### src/rtl/cmip_pkg.sv
package cmip_pkg;
  localparam int CHAN_W     = 8;
  localparam int NUM_CHAN   = 32;
  localparam int FAST_CHANS = 2;
  localparam int PER_WORD   = 4;
  localparam int WORD_W     = CHAN_W * PER_WORD;
  localparam logic [CHAN_W-1:0] RESET_CHAN = 8'd15;

  typedef logic [CHAN_W-1:0] chan_t;
endpackage

### src/rtl/cmip_map_regs.sv
module cmip_map_regs
  import cmip_pkg::*;
#(
  parameter int NUM_SRC = 20,
  parameter int ADDR_W  = 3
) (
  input  logic                      clk,
  input  logic                      rst_n,
  input  logic                      we_i,
  input  logic [ADDR_W-1:0]         addr_i,
  input  logic [WORD_W-1:0]         wdata_i,
  output logic [WORD_W-1:0]         rdata_o,
  output logic [NUM_SRC*CHAN_W-1:0] chan_flat_o
);
  localparam int NUM_WORDS = (NUM_SRC + PER_WORD - 1) / PER_WORD;

  logic [NUM_WORDS-1:0][WORD_W-1:0] words_q;

  always_ff @(posedge clk or negedge rst_n) begin
    if (!rst_n) begin
      for (int w = 0; w < NUM_WORDS; w++) words_q[w] <= {PER_WORD{RESET_CHAN}};
    end else if (we_i) begin
      for (int w = 0; w < NUM_WORDS; w++)
        if (addr_i == ADDR_W'(w)) words_q[w] <= wdata_i;
    end
  end

  always_comb begin
    rdata_o = '0;
    for (int w = 0; w < NUM_WORDS; w++)
      if (addr_i == ADDR_W'(w)) rdata_o = words_q[w];
  end

  for (genvar s = 0; s < NUM_SRC; s++) begin : g_unpack
    assign chan_flat_o[s*CHAN_W +: CHAN_W] =
      words_q[s/PER_WORD][(s%PER_WORD)*CHAN_W +: CHAN_W];
  end

  // a write to a valid address is held in the addressed word
  p_write_lands_r2: assert property (@(posedge clk) disable iff (!rst_n)
    (we_i && addr_i < ADDR_W'(NUM_WORDS)) |=> words_q[$past(addr_i)] == $past(wdata_i));

  // writes outside the map leave every word untouched
  p_bad_addr_ignored_r9: assert property (@(posedge clk) disable iff (!rst_n)
    (we_i && addr_i >= ADDR_W'(NUM_WORDS)) |=> $stable(words_q));
endmodule

### src/rtl/cmip_resolver.sv
module cmip_resolver
  import cmip_pkg::*;
#(
  parameter int NUM_SRC   = 20,
  parameter int SRC_IDX_W = 5,
  parameter int LO        = 0,
  parameter int HI        = 1
) (
  input  logic                      clk,
  input  logic                      rst_n,
  input  logic [NUM_SRC-1:0]        pend_i,
  input  logic [NUM_SRC*CHAN_W-1:0] chan_flat_i,
  output logic                      req_o,
  output logic [SRC_IDX_W-1:0]      src_o,
  output chan_t                     chan_o
);
  logic                 found;
  logic [SRC_IDX_W-1:0] best_src;
  chan_t                best_ch;
  chan_t                ch;

  // Ascending scan with a strict compare keeps the lowest source on a tie.
  always_comb begin
    found    = 1'b0;
    best_src = '0;
    best_ch  = '0;
    ch       = '0;
    for (int s = 0; s < NUM_SRC; s++) begin
      ch = chan_flat_i[s*CHAN_W +: CHAN_W];
      if (pend_i[s] && ch >= CHAN_W'(LO) && ch <= CHAN_W'(HI) &&
          (!found || ch < best_ch)) begin
        found    = 1'b1;
        best_src = SRC_IDX_W'(s);
        best_ch  = ch;
      end
    end
  end

  always_ff @(posedge clk or negedge rst_n) begin
    if (!rst_n) begin
      req_o  <= 1'b0;
      src_o  <= '0;
      chan_o <= '0;
    end else begin
      req_o  <= found;
      src_o  <= best_src;
      chan_o <= best_ch;
    end
  end

  // a raised request always carries a channel of this band
  p_chan_in_band_r4: assert property (@(posedge clk) disable iff (!rst_n)
    req_o |-> (chan_o >= CHAN_W'(LO) && chan_o <= CHAN_W'(HI)));

  // an idle output shows zero source and channel
  p_idle_zero_r7: assert property (@(posedge clk) disable iff (!rst_n)
    !req_o |-> (src_o == '0 && chan_o == '0));

  // the reported channel never exceeds the last mapped channel
  p_no_unmapped_r5: assert property (@(posedge clk) disable iff (!rst_n)
    req_o |-> chan_o < CHAN_W'(NUM_CHAN));
endmodule

### src/rtl/cmip_prioritizer.sv
module cmip_prioritizer
  import cmip_pkg::*;
#(
  parameter int NUM_SRC   = 20,
  parameter int SRC_IDX_W = 5,
  parameter int ADDR_W    = 3
) (
  input  logic                 clk,
  input  logic                 rst_n,
  input  logic [NUM_SRC-1:0]   pend_i,
  input  logic                 map_we_i,
  input  logic [ADDR_W-1:0]    map_addr_i,
  input  logic [WORD_W-1:0]    map_wdata_i,
  output logic [WORD_W-1:0]    map_rdata_o,
  output logic                 fast_req_o,
  output logic [SRC_IDX_W-1:0] fast_src_o,
  output logic [CHAN_W-1:0]    fast_chan_o,
  output logic                 norm_req_o,
  output logic [SRC_IDX_W-1:0] norm_src_o,
  output logic [CHAN_W-1:0]    norm_chan_o
);
  localparam int NUM_HOSTS = 2;

  logic [NUM_SRC*CHAN_W-1:0] chan_flat;
  logic                      req_h  [NUM_HOSTS];
  logic [SRC_IDX_W-1:0]      src_h  [NUM_HOSTS];
  chan_t                     chan_h [NUM_HOSTS];

  cmip_map_regs #(.NUM_SRC(NUM_SRC), .ADDR_W(ADDR_W)) u_map (
    .clk(clk), .rst_n(rst_n), .we_i(map_we_i), .addr_i(map_addr_i),
    .wdata_i(map_wdata_i), .rdata_o(map_rdata_o), .chan_flat_o(chan_flat)
  );

  // Host 0 takes the fast band, host 1 the rest of the channels.
  for (genvar h = 0; h < NUM_HOSTS; h++) begin : g_host
    localparam int BAND_LO = (h == 0) ? 0 : FAST_CHANS;
    localparam int BAND_HI = (h == 0) ? FAST_CHANS - 1 : NUM_CHAN - 1;
    cmip_resolver #(
      .NUM_SRC(NUM_SRC), .SRC_IDX_W(SRC_IDX_W), .LO(BAND_LO), .HI(BAND_HI)
    ) u_res (
      .clk(clk), .rst_n(rst_n), .pend_i(pend_i), .chan_flat_i(chan_flat),
      .req_o(req_h[h]), .src_o(src_h[h]), .chan_o(chan_h[h])
    );
  end

  assign fast_req_o  = req_h[0];
  assign fast_src_o  = src_h[0];
  assign fast_chan_o = chan_h[0];
  assign norm_req_o  = req_h[1];
  assign norm_src_o  = src_h[1];
  assign norm_chan_o = chan_h[1];

  // no request can rise out of an idle pending vector
  p_req_from_pend_r8: assert property (@(posedge clk) disable iff (!rst_n)
    (fast_req_o || norm_req_o) |-> $past(pend_i) != '0);
endmodule

### config.mk
export PLATFORM = sky130hd
export DESIGN_NAME = cmip_prioritizer
export DESIGN_NICKNAME = d
export VERILOG_FILES = /design/src/rtl/cmip_pkg.sv /design/src/rtl/cmip_map_regs.sv /design/src/rtl/cmip_resolver.sv /design/src/rtl/cmip_prioritizer.sv
export SDC_FILE = /design/constraint.sdc
export NUM_CORES = 1
export LEC_CHECK = 0
export BUFFER_PORTS_ARGS = -buffer_cell sky130_fd_sc_hd__buf_4
export CAP_MARGIN = 20
export CORE_MARGIN = 3
export CORE_UTILIZATION = 50
export DETAILED_ROUTE_END_ITERATION = 10
export PLACE_DENSITY = 0.82
export SKIP_LAST_GASP = 1
export SYNTH_ARGS = -nofsm -noshare
export SYNTH_HDL_FRONTEND = slang
export SYNTH_HIERARCHICAL = 1
export SYNTH_SLANG_ARGS = --single-unit
### constraint.sdc
create_clock -name clk -period 34.1 [get_ports clk]
set_clock_uncertainty 0.05 [all_clocks]
set_input_delay 6.82 -clock clk [delete_from_list [all_inputs] [get_ports clk]]
set_output_delay 6.82 -clock clk [all_outputs]
set_load 0.005 [all_outputs]
==> reports/summary.txt <==
Final ANT Viol Nets = 0
Setup WS post-layout = -2270 ps
Tcrit/Tclk final = 107%
startpoint types = input pin
Slew HR = 21.1%
yosys warns = 6
I/O Pins = 118
vias in the first global route = 20500
CP arrival = 36670 ps
multi-input combinational cell area = 0.0159 sq mm
first-pass GRT wire length = 117000 um
Layout Nets = 3002
Crit path max-delay family = compound AO/OA/AOI/OAI gates
post-detail-place hpwl = 58900 um
DRT Wirelength = 78600 um
grt ovf = 0
top post-synthesis cells by area = ha_1 14%, dfrtp_1 14%, dfstp_2 11%, mux2_2 8.7%, mux2i_1 3.9%
vias per inst = 6.39
Synth cell types = 128
EDFF count, synth = 0
max cap viols = 0
most area-hungry cell type in the Yosys netlist = ha_1
Fin. Hold Viols = 0
Finish-stage setup viols = 10
worst slack at placement = -2500 ps
buffers and inverters on the worst path = 35
CP max-delay cell = or4_1
cts bufs inserted = 17
PD cells = 66.1 mW/mm^2
Fillers = 2942
status = finished, violations left
Critical Path RT = 34400 ps
All-Layer GR Usage = 36.6%
Vias = 20700
GP Congestion = 1.01
area grow syn2layout = 34.1%
clock sink count = 188
Final Critical Period = 36370 ps
Hold Path Class = flip-flop to flip-flop
post-synthesis cell area = 0.0195 sq mm
CTS tree = built
die height = 203 um
TritonRoute pass-1 iters = 7
Cells after DPL = 3057
First DRT Iteration DRCs = 2127
clock latency on the worst-skew pair = 480 ps
maximum vdd drop = 0.0514 mV
initial cell density of the core = 51.2%
RSZ-0062 raised after global routing = yes
Avg WL per Cell = 24.2 um
DIE AREA = 0.0413 sq mm
FP Rows = 71
Setup Crit Path Kind = input pin to flip-flop
CTS H-tree depth = 4
number of synthesized register bits = 188
FMAX = 27.5 MHz
Worst path max stage delay = 480 ps
Antenna diodes = 0
Buffers on Ports = 117
CTS Hold Bufs = 0
share of cells above drive strength 1 = 38.5%
Yosys top cell area share = 14.1%
crit path max fanout = 5
CORE AREA = 0.0380 sq mm
Seq/Total Area, Yosys = 24.7%
clock root buffer = clkbuf_16
Pleak = 12.1 nW
clock transition at the registers of the reported paths = 80 ps
Commonest cells post-synth = 220 x ha_1, 157 x nor2_1, 150 x mux2_2
largest net degree at the start of global routing = 115
Final Max Slew Viols = 0
syn avg cell area = 9.31 sq um
clock buffer depth = 2
Slew @ Worst Pin = 1170 ps
most numerous cell in the Yosys netlist = ha_1
Post-synth ARST share = 100%
Top FF cell, synth = dfrtp_1
cell mode on critical path = a21o_1
Layout Cells excl Fill = 3248
Die W = 203 um
Post-Syn Instances = 2090
initial antenna violation count = 0
failing checks = setup timing
register area = 0.00480 sq mm
nature of the critical path endpoint = flip-flop
Pwr Total = 1.72 mW
DR DRC count = 0
-- what timing repair did --
| action | in CTS | in global routing |
|---|---|---|
| setup buffers | 119 | 41 |
| endpoints found under the setup margin | 10 | 10 |
| resized for setup | 99 | 68 |
| pin swaps | 58 | 58 |
-- state kept, by name, summed over array words and instances (netlist names) --
signal,count
g_host.u_res/src_o,10
u_map/chan_flat_o,160
g_host.u_res/req_o,2
g_host.u_res/chan_o,16
-- worst paths after layout --
check / startpoint / cells after the start / endpoint / slack (ps)
worst max-delay path: pend_i[0] / 190 / g_host[1].u_res/src_o[1]$_DFF_PN0_ / -2270
worst min-delay path: u_map/chan_flat_o[154]$_DFFE_PN1P_ / 2 / g_host[1].u_res/chan_o[2]$_DFF_PN0_ / 560
worst max register to register: u_map/chan_flat_o[7]$_DFFE_PN0P_ / 189 / g_host[1].u_res/src_o[1]$_DFF_PN0_ / 3450
worst min register to register: u_map/chan_flat_o[154]$_DFFE_PN1P_ / 2 / g_host[1].u_res/chan_o[2]$_DFF_PN0_ / 560
max in group asynchronous: rst_n / 2 / u_map/chan_flat_o[53]$_DFFE_PN0P_ / 26120
min in group asynchronous: rst_n / 1 / u_map/chan_flat_o[126]$_DFFE_PN0P_ / 6380
-- through the flow --
stage	hold WS [ps]	instance area, sq um	setup TNS [ps]	utilization [%]
finish	564	26100	-21750	68.6
global route	584	26100	-34860	68.6
CTS	546	25400	-9430	66.7
detailed placement	527	23400	-24240	61.5
global placement	516	23400	-14810	61.5
floorplan	470	20600	-13650	-
-- power breakdown --
part | switching, mW | internal (mW) | total [mW]
Sequential | 0.141 | 0.292 | 0.432
Combinational | 0.520 | 0.550 | 1.07
Clock | 0.112 | 0.109 | 0.221
Total | 0.773 | 0.951 | 1.72
-- logic make-up after synthesis --
kind of cell / synth area share [%]
AND/OR/NAND/NOR: 18.5
adder cells (fa/ha/maj): 14.5
other: 0.0772
AO/OA/AOI/OAI: 23.0
XOR/XNOR: 0.180
flip-flops: 24.7
multiplexers: 15.4
buffers and inverters: 3.61
-- tightest hold or removal path: stages, from the launching register on --
cell,delay (ps)
dfstp_2,440
inv_1,70
mux2i_1,70
-- layout make-up --
class,instances,share of cell area (%)
Timing Repair Buffer,496,14.5
Tap cell,511,2.45
Inverter,90,1.33
Sequential cell,188,18.4
Multi-Input combinational cell,1931,60.8
Clock inverter,15,0.873
Clock buffer,17,1.63
-- cell usage in the layout (no fill, tap or decap), drive strengths merged, types with 20 or more instances in the layout --
master,n
nand3,42
o22a,27
o21ai,89
nand2,137
a21o,86
inv,97
a31oi,20
nand2b,30
nand4,34
and2,25
and3,22
nor2,159
nor2b,21
buf,495
conb,177
dfstp,80
dfrtp,108
o21a,20
o22ai,23
nor4,53
nor3,40
ha,220
mux2,187
mux2i,76
nor4b,28
a2bb2oi,26
a21oi,121
-- layer usage --
metal / GRT usage [%] / part of all wire, % / vias up
li1: - / - / 9186
met1: 47.6 / 40 / 10100
met2: 59.2 / 45 / 1215
met3: 6.58 / 8.9 / 242
met4: 17.5 / 5.6 / 0
met5: 0 / 0 / -
Note: power is estimated with default switching activity, not from simulation.
